## config.mk

```make
export PLATFORM = sky130hd
export DESIGN_NAME = scan_seq
export DESIGN_NICKNAME = d
export VERILOG_FILES = /design/src/rtl/scan_pkg.sv /design/src/rtl/scan_lowest.sv /design/src/rtl/scan_pick.sv /design/src/rtl/scan_smp_timer.sv /design/src/rtl/scan_go.sv /design/src/rtl/scan_seq.sv
export SDC_FILE = /design/constraint.sdc
export NUM_CORES = 1
export LEC_CHECK = 0
export BUFFER_PORTS_ARGS = -buffer_cell sky130_fd_sc_hd__clkbuf_2
export CORE_MARGIN = 10
export CORE_UTILIZATION = 51
export DETAILED_ROUTE_END_ITERATION = 6
export GPL_TIMING_DRIVEN = 1
export PLACE_DENSITY_LB_ADDON = 0.3
export SLEW_MARGIN = 20
export SYNTH_ARGS = -nofsm -noshare
export SYNTH_HDL_FRONTEND = slang
export SYNTH_SLANG_ARGS = --single-unit
```

## constraint.sdc

```tcl
create_clock -name clk -period 1.55 [get_ports clk]
set_input_delay 0.31 -clock clk [delete_from_list [all_inputs] [get_ports clk]]
set_output_delay 0.31 -clock clk [all_outputs]
set_load 0.005 [all_outputs]
```

## src/rtl/scan_pkg.sv

```systemverilog
package scan_pkg;
   typedef enum logic [1:0] {
      ST_IDLE   = 2'd0,
      ST_SAMPLE = 2'd1,
      ST_CONV   = 2'd2
   } scan_st_e;
endpackage

```

## src/rtl/scan_lowest.sv

```systemverilog
// Finds the lowest set bit of a vector and returns its index.
module scan_lowest #(
   parameter int N     = 8,
   parameter int STYLE = 0,
   localparam int W    = (N > 1) ? $clog2(N) : 1
) (
   input  logic [N-1:0] vec,
   output logic [W-1:0] idx,
   output logic         hit
);
   assign hit = |vec;

   generate
      if (STYLE == 0) begin : g_loop
         always_comb begin
            idx = '0;
            for (int i = N - 1; i >= 0; i--) begin
               if (vec[i]) idx = W'(i);
            end
         end
      end else begin : g_iso
         logic [N-1:0] iso;
         assign iso = vec & (~vec + N'(1));
         always_comb begin
            idx = '0;
            for (int i = 0; i < N; i++) begin
               if (iso[i]) idx = idx | W'(i);
            end
         end
      end
   endgenerate
endmodule

```

## src/rtl/scan_pick.sv

```systemverilog
// Lowest enabled channel and the next enabled channel above the current one.
module scan_pick #(
   parameter int NCH   = 8,
   parameter int STYLE = 0,
   localparam int CW   = $clog2(NCH)
) (
   input  logic [NCH-1:0] mask,
   input  logic [CW-1:0]  cur,
   output logic [CW-1:0]  first,
   output logic [CW-1:0]  nxt,
   output logic           any
);
   logic [NCH-1:0] above;
   logic [CW-1:0]  up_idx;
   logic           up_hit;

   always_comb begin
      for (int i = 0; i < NCH; i++) begin
         above[i] = mask[i] && (i > int'(cur));
      end
   end

   scan_lowest #(.N(NCH), .STYLE(STYLE)) u_first (
      .vec (mask),
      .idx (first),
      .hit (any)
   );

   scan_lowest #(.N(NCH), .STYLE(STYLE)) u_up (
      .vec (above),
      .idx (up_idx),
      .hit (up_hit)
   );

   assign nxt = up_hit ? up_idx : first;
endmodule

```

## src/rtl/scan_smp_timer.sv

```systemverilog
// Sample-stage length counter.
module scan_smp_timer #(
   parameter int CLKS = 4,
   localparam int W   = (CLKS > 1) ? $clog2(CLKS) : 1
) (
   input  logic clk,
   input  logic rst_n,
   input  logic load,
   input  logic run,
   output logic last
);
   logic [W-1:0] cnt;

   always_ff @(posedge clk or negedge rst_n) begin
      if (!rst_n) begin
         cnt <= '0;
      end else if (load) begin
         cnt <= W'(CLKS - 1);
      end else if (run && cnt != '0) begin
         cnt <= cnt - 1'b1;
      end
   end

   assign last = (cnt == '0);
endmodule

```

## src/rtl/scan_go.sv

```systemverilog
// Start bit: software set / clear, hardware clear on an empty mask.
module scan_go (
   input  logic clk,
   input  logic rst_n,
   input  logic set_p,
   input  logic clr_p,
   input  logic any_en,
   output logic run
);
   always_ff @(posedge clk or negedge rst_n) begin
      if (!rst_n) begin
         run <= 1'b0;
      end else if (clr_p) begin
         run <= 1'b0;
      end else if (run && !any_en) begin
         run <= 1'b0;
      end else if (set_p) begin
         run <= 1'b1;
      end
   end
endmodule

```

## src/rtl/scan_seq.sv

```systemverilog
module scan_seq
   import scan_pkg::*;
#(
   parameter int NCH         = 8,
   parameter int SAMPLE_CLKS = 4,
   parameter int FIND_STYLE  = 0,
   localparam int CW         = $clog2(NCH)
) (
   input  logic           clk,
   input  logic           rst_n,
   input  logic [NCH-1:0] chan_en,
   input  logic           go_set,
   input  logic           go_clr,
   input  logic           conv_done,
   output logic           run_flag,
   output logic [CW-1:0]  chan_sel,
   output logic           sample,
   output logic           wr_stb,
   output logic [CW-1:0]  wr_idx
);
   generate
      if (NCH < 2) begin : g_bad_nch
         $error("scan_seq: NCH must be at least 2");
      end
      if ((1 << CW) != NCH) begin : g_bad_pow
         $error("scan_seq: NCH must be a power of two");
      end
      if (SAMPLE_CLKS < 1) begin : g_bad_smp
         $error("scan_seq: SAMPLE_CLKS must be at least 1");
      end
      if (FIND_STYLE != 0 && FIND_STYLE != 1) begin : g_bad_style
         $error("scan_seq: FIND_STYLE must be 0 or 1");
      end
   endgenerate

   scan_st_e      st, st_nx;
   logic [CW-1:0] cur, cur_nx;
   logic [CW-1:0] first_ch, next_ch;
   logic          any_en;
   logic          tm_last;
   logic          enter_smp;
   logic          wr_nx;

   scan_go u_go (
      .clk    (clk),
      .rst_n  (rst_n),
      .set_p  (go_set),
      .clr_p  (go_clr),
      .any_en (any_en),
      .run    (run_flag)
   );

   scan_pick #(.NCH(NCH), .STYLE(FIND_STYLE)) u_pick (
      .mask  (chan_en),
      .cur   (cur),
      .first (first_ch),
      .nxt   (next_ch),
      .any   (any_en)
   );

   scan_smp_timer #(.CLKS(SAMPLE_CLKS)) u_tmr (
      .clk   (clk),
      .rst_n (rst_n),
      .load  (enter_smp),
      .run   (sample),
      .last  (tm_last)
   );

   always_comb begin
      st_nx  = st;
      cur_nx = cur;
      wr_nx  = 1'b0;
      unique case (st)
         ST_IDLE: begin
            cur_nx = first_ch;
            if (run_flag && any_en) st_nx = ST_SAMPLE;
         end
         ST_SAMPLE: begin
            if (!run_flag) begin
               st_nx  = ST_IDLE;
               cur_nx = first_ch;
            end else if (tm_last) begin
               st_nx = ST_CONV;
            end
         end
         ST_CONV: begin
            if (!run_flag) begin
               st_nx  = ST_IDLE;
               cur_nx = first_ch;
            end else if (conv_done) begin
               wr_nx = 1'b1;
               if (any_en) begin
                  st_nx  = ST_SAMPLE;
                  cur_nx = next_ch;
               end else begin
                  st_nx  = ST_IDLE;
                  cur_nx = first_ch;
               end
            end
         end
         default: begin
            st_nx  = ST_IDLE;
            cur_nx = first_ch;
         end
      endcase
   end

   assign enter_smp = (st_nx == ST_SAMPLE) && (st != ST_SAMPLE);

   always_ff @(posedge clk or negedge rst_n) begin
      if (!rst_n) begin
         st     <= ST_IDLE;
         cur    <= '0;
         wr_stb <= 1'b0;
         wr_idx <= '0;
      end else begin
         st     <= st_nx;
         cur    <= cur_nx;
         wr_stb <= wr_nx;
         if (wr_nx) wr_idx <= cur;
      end
   end

   assign chan_sel = cur;
   assign sample   = (st == ST_SAMPLE);
endmodule

```

==> results of run 1 <==
==> power groups by stage <==
stage	Combinational (mW)	Clock (mW)	Sequential [mW]
2_1_floorplan	0.216	0	0.390
3_3_place_gp	0.265	0	0.409
3_5_place_dp	0.272	0	0.413
4_1_cts	0.276	0.186	0.407
5_1_grt	0.331	0.197	0.413
6_report	0.291	0.181	0.407
==> per-stage QoR <==
stage	power [mW]	utilization, %	hold slack [ns]	TNS, ns	cell area [µm²]
finish	0.879	65.7	0.194	0	1010
global route	0.940	65.7	0.208	-0.0246	1010
CTS	0.869	63.5	0.191	0	978
detailed placement	0.685	61.4	0.206	0	946
global placement	0.674	61.4	0.208	0	946
floorplan	0.606	-	0.0144	0	843
==> cell type report <==
| class | count | area [µm²] |
|---|---|---|
| Clock buffer | 3 | 22.5 |
| Fill cell | 126 | 529 |
| Inverter | 6 | 22.5 |
| Multi-Input combinational cell | 75 | 515 |
| Sequential cell | 12 | 304 |
| Tap cell | 16 | 20.0 |
| Timing Repair Buffer | 24 | 128 |
==> logic make-up after synthesis <==
group,count (synthesis),synth area share [%]
AND/OR/NAND/NOR,40,26.3
AO/OA/AOI/OAI,32,28.2
flip-flops,12,35.6
buffers and inverters,9,6.23
XOR/XNOR,1,1.04
multiplexers,1,1.19
adder cells (fa/ha/maj),1,1.48
==> state kept, by name, indices dropped and copies added, names as in the netlist <==
| register | cells |
|---|---|
| wr_stb | 1 |
| wr_idx | 3 |
| chan_sel | 3 |
| st | 2 |
| u_tmr.cnt | 2 |
| u_go.run | 1 |
==> cells in the final DEF (no fill, tap or decap), types with 2 or more instances in the layout <==
cell      instances
a211oi_1          2
clkbuf_4          3
a21oi_1           7
inv_1             5
o41ai_2           2
o21ai_0           2
a31oi_1           2
dfrtp_1           9
nor2b_1           5
nor2_1            5
o21ai_1           4
a211o_1           2
clkbuf_2         22
dfrtp_2           3
nand2_1          18
==> repair_timing <==
item                       in CTS  in global routing
hold endpoints to repair       12                  0
setup endpoints to repair       0                  3
gates resized for setup         0                  7
hold buffers                    1                  0
setup buffers                   0                  1
==> worst max-delay path: stages (launching register included) <==
cell      delay (ns)
dfrtp_2         0.47
nor2b_2         0.15
o21ai_1         0.10
a211oi_4        0.35
or2_1           0.19
a31oi_1         0.09
==> routing by layer <==
metal  routed length, µm  vias up  track usage, %
met4                  14        0            2.82
met5                   0        -               0
met2                 984       30            17.0
met1                 910      401            14.6
li1                    -      394               -
met3                 161        2            3.97
==> worst min-delay path by stage <==
stage,cells past startpoint,end
floorplan,0,chan_sel[0]$_DFFE_PN0P_
CTS,2,u_go.run$_DFFE_PN0P_
global route,2,u_go.run$_DFFE_PN0P_
finish,2,u_go.run$_DFFE_PN0P_
global placement,1,wr_idx[2]$_DFFE_PN0P_
detailed placement,1,wr_idx[1]$_DFFE_PN0P_
==> flow_summary_export.csv, run 1 <==
group,metric,value,unit
floorplanning,ios,22,
global_route,antenna_found_initial,0,
cells_and_area,fin_nets,136,
global_route,grt_pass1_wl,3240,µm
clock_network,cts_max_path_buffers,2,
place,io_buffers,21,
power_and_ir_drop,p_comb_share,33.2,%
routing,vias,827,
power_and_ir_drop,pwr-share-clk,20.6,%
sta,hold_viol_final,0,
synth,synth_nets,110,
worst_setup_path,reg2reg_depth,5,
clock_network,clk_pin_slew,0.06,ns
synth,synth-edff-count,0,
floorplanning,die_width,60.7,µm
sta,timing.final.crit_share,95.5,%
worst_setup_path,r2r_slack,0.07,ns
worst_setup_path,worstPathMaxFanout,10,
worst_setup_path,cp.required,1.69,ns
synth,yosys_warnings,0,
clock_network,numCtsBuffers,3,
power_and_ir_drop,ir_drop,0.000625,V
global_route,grt_pass1_vias,720,
sta,setup_viol,0,
synth,synthCells,96,
sta,maxSlewViolCount,0,
synth,synth_area,843,µm²
floorplanning,core_area,0.00154,mm²
power_and_ir_drop,seqPwrFrac,46.3,%
synth,yosysSeqAreaShare,35.6,%
worst_setup_path,r2r_end,"chan_sel[1]$_DFFE_PN0P_",
cells_and_area,area_delta_synth_final,20.0,%
routing,wl,2070,µm
routing,dr.pass1.iters,4,
routing,drt-initial-drc-count,27,
clock_network,cts_sinks,12,
synth,synth_seq_cells,12,
worst_setup_path,cp-endpoint,"chan_sel[1]$_DFFE_PN0P_",
sta,period_needed,1.48,ns
worst_setup_path,crit_path_end_kind,"register",
synth,avgSynthCellArea,8.78,µm²
place,gp_congestion,0.846,
worst_setup_path,crit_path_start_kind,"register",
status,status,"finished clean",
synth,postSynth.asyncResetShare,100,%
routing,detail_route.wl_per_cell,15.2,µm
routing,vias_per_cell,6.08,
floorplanning,start_util,54.7,%
power_and_ir_drop,p_leak,0.501,nW
place,place_ws,0.0473,ns
clock_network,clk_root_buffer_cell,"clkbuf_4",
sta,fmax,676,MHz
clock_network,clk-insertion-delay-late,0.27,ns
cells_and_area,antennaDiodeCount,0,
place,placed_cells,131,
synth,synth_top_area_cell,"dfrtp_1",
job,drv_cap,0,
synth,synth_flop_cell,"dfrtp_1",
power_and_ir_drop,p_sw,0.290,mW
min_path,hp-class,"primary input to register",
power_and_ir_drop,p_int,0.589,mW
synth,synth_cell_type_count,41,
routing,ant_nets,0,
sta,slew_headroom,78.1,%
clock_network,cts_tree,"built",
worst_setup_path,r2r_start,"chan_sel[0]$_DFFE_PN0P_",
cells_and_area,layoutNonFillerInstCount,136,
synth,yosysTopAreaCellShare,35.6,%
worst_setup_path,critPathArrivalTime,1.62,ns
floorplanning,die_area,0.00368,mm²
sta,worst_slew_pin_slew,0.328,ns
routing,drcViolationCount,0,
synth,yosysMostFrequentCell,"nand2_1",
power_and_ir_drop,switching_share,33.0,%
sta,setup_slack,0.0702,ns
floorplanning,die_h,60.7,µm
place,place_hpwl,1610,µm
global_route,grt_max_degree,13,
power_and_ir_drop,power_density,869,mW/mm²
synth,synth_common_cells,"nand2_1 (18), dfrtp_1 (12), a21oi_1 (8)",
cells_and_area,drive_gt1_share,36.7,%
synth,synth_area_leaders,"dfrtp_1 (36%), nand2_1 (8.0%), a21oi_1 (4.7%)",
sta,worst_clock_skew,0.00348,ns
global_route,overflow,0,
floorplanning,rows,14,
clock_network,cts-htree-levels,1,
worst_setup_path,cp-startpoint,"chan_sel[0]$_DFFE_PN0P_",
min_path,min-delay-start,"go_clr",
worst_setup_path,crit_type,"register to register",
global_route,grt_use_total,11.2,%
Note: power is estimated with default switching activity, not from simulation.
==> inputs of run 2 (changes only) <==
--- a/config.mk
+++ b/config.mk
@@ -6,8 +6,11 @@
 export NUM_CORES = 1
 export LEC_CHECK = 0
 export BUFFER_PORTS_ARGS = -buffer_cell sky130_fd_sc_hd__clkbuf_2
+export CELL_PAD_IN_SITES_DETAIL_PLACEMENT = 2
+export CELL_PAD_IN_SITES_GLOBAL_PLACEMENT = 2
+export CORE_ASPECT_RATIO = 1.75
 export CORE_MARGIN = 10
-export CORE_UTILIZATION = 51
+export CORE_UTILIZATION = 30
 export DETAILED_ROUTE_END_ITERATION = 6
 export GPL_TIMING_DRIVEN = 1
 export PLACE_DENSITY_LB_ADDON = 0.3
==> flow_summary_export.csv, run 2 (synthesis results as in run 1) <==
group,metric,value,unit
floorplanning,die_h,90.1,µm
min_path,hp-class,"primary input to register",
sta,fmax,681,MHz
power_and_ir_drop,p_leak,0.526,nW
sta,worst_hold_slack,0.219,ns
cells_and_area,layout_commonest_cell,"clkbuf_2",
cells_and_area,layoutNonFillerInstCount,150,
sta,setup_viol,0,
power_and_ir_drop,ir_drop,0.000415,V
clock_network,cts-htree-levels,1,
worst_setup_path,crit_type,"register to register",
routing,wl,2840,µm
clock_network,clk-insertion-delay-late,0.25,ns
floorplanning,ios,22,
sta,fin_setup_tns,0,ns
place,place_hpwl,2310,µm
min_path,min-delay-start,"go_clr",
floorplanning,core_area,0.00269,mm²
routing,dr.pass1.iters,4,
worst_setup_path,cp-startpoint,"st[0]$_DFF_PN0_",
routing,vias,828,
place,dpl_cell_area,975,µm²
floorplanning,start_util,31.3,%
place,io_buffers,21,
sta,maxSlewViolCount,0,
routing,ant_nets,0,
sta,slew_headroom,78.5,%
cells_and_area,drive_gt1_share,38.2,%
cells_and_area,area_delta_synth_final,27.0,%
job,drv_cap,0,
floorplanning,die_width,60.1,µm
worst_setup_path,cp_cell_sequence,"nor2b_1 -> o21a_2 -> o41ai_1 -> a31oi_1",
worst_setup_path,crit_path_start_kind,"register",
worst_setup_path,cpPeakStageDelay,0.41,ns
sta,timing.final.crit_share,94.8,%
global_route,grt_max_degree,13,
place,place_ws,-0.0310,ns
routing,vias_per_cell,5.52,
sta,setup_slack,0.0810,ns
cells_and_area,final_cell_mix,"clkbuf_2 (21), nand2_1 (18), dfrtp_1 (9)",
routing,drt-initial-drc-count,7,
sta,hold_viol_final,0,
worst_setup_path,cp.required,1.67,ns
status,status,"finished clean",
routing,detail_route.wl_per_cell,18.9,µm
clock_network,cts_sinks,12,
cells_and_area,fin_nets,139,
clock_network,numCtsBuffers,3,
clock_network,clk_root_buffer_cell,"clkbuf_8",
clock_network,cts_max_path_buffers,2,
global_route,overflow,0,
sta,worst_slew_pin_slew,0.320,ns
worst_setup_path,crit_buf_inv,0,
clock_network,clk_pin_slew,0.05,ns
worst_setup_path,worstPathMaxFanout,8,
global_route,antenna_found_initial,0,
cells_and_area,final_util,39.8,%
global_route,grt_use_total,11.3,%
cells_and_area,final_cell_area,0.00107,mm²
floorplanning,die_area,0.00542,mm²
power_and_ir_drop,p_total,1.03,mW
floorplanning,rows,25,
place,placed_cells,144,
worst_setup_path,crit_path_end_kind,"register",
worst_setup_path,critical-path-slowest-cell,"dfrtp_1",
cells_and_area,antennaDiodeCount,0,
global_route,grt_pass1_wl,4810,µm
sta,period_needed,1.47,ns
worst_setup_path,crit_family,"compound AO/OA/AOI/OAI gates",
worst_setup_path,critPathArrivalTime,1.58,ns
power_and_ir_drop,power_density,961,mW/mm²
global_route,grt_pass1_vias,970,
worst_setup_path,r2r_start,"st[0]$_DFF_PN0_",
place,gp_congestion,0.870,
routing,drcViolationCount,0,
sta,worst_clock_skew,0.00680,ns
clock_network,cts_tree,"built",
==> run 2: final timing paths <==
check / endpoint / slack, ns / depth (start not counted)
max: chan_sel[1]$_DFFE_PN0P_ / 0.08 / 4
min: u_go.run$_DFFE_PN0P_ / 0.22 / 2
max reg2reg: chan_sel[1]$_DFFE_PN0P_ / 0.08 / 4
min reg2reg: wr_idx[0]$_DFFE_PN0P_ / 0.49 / 2
max in group asynchronous: chan_sel[1]$_DFFE_PN0P_ / 0.82 / 2
min in group asynchronous: st[1]$_DFF_PN0_ / 0.47 / 2
==> run 2: cell type report <==
| class | instances | area [µm²] |
|---|---|---|
| fill | 315 | 1620 |
| multi-input combinational | 75 | 517 |
| sequential | 12 | 304 |
| timing repair buffer | 27 | 153 |
| clock buffer | 3 | 41.3 |
| tap | 27 | 33.8 |
| inverter | 6 | 22.5 |
==> run 2: power breakdown <==
part           leakage, nW  total [mW]  internal, mW  switching (mW)
Combinational        0.354       0.323         0.154           0.170
Sequential           0.151       0.410         0.360          0.0497
Clock               0.0216       0.296         0.172           0.124
==> run 2: repair_timing <==
action                                  CTS  global route
hold buffers                              1             0
pin swaps                                 0             3
hold endpoints to repair                 12             0
endpoints found under the setup margin    2             3
gates resized for setup                   1             7
setup buffers                             0             2
==> run 2: per-layer routing <==
metal / up-vias / track usage [%] / wire length (µm)
li1: 399 / - / -
met1: 404 / 10.7 / 947
met2: 18 / 20.3 / 1670
met3: 7 / 2.39 / 121
met4: 0 / 7.33 / 106
met5: - / 0 / 0
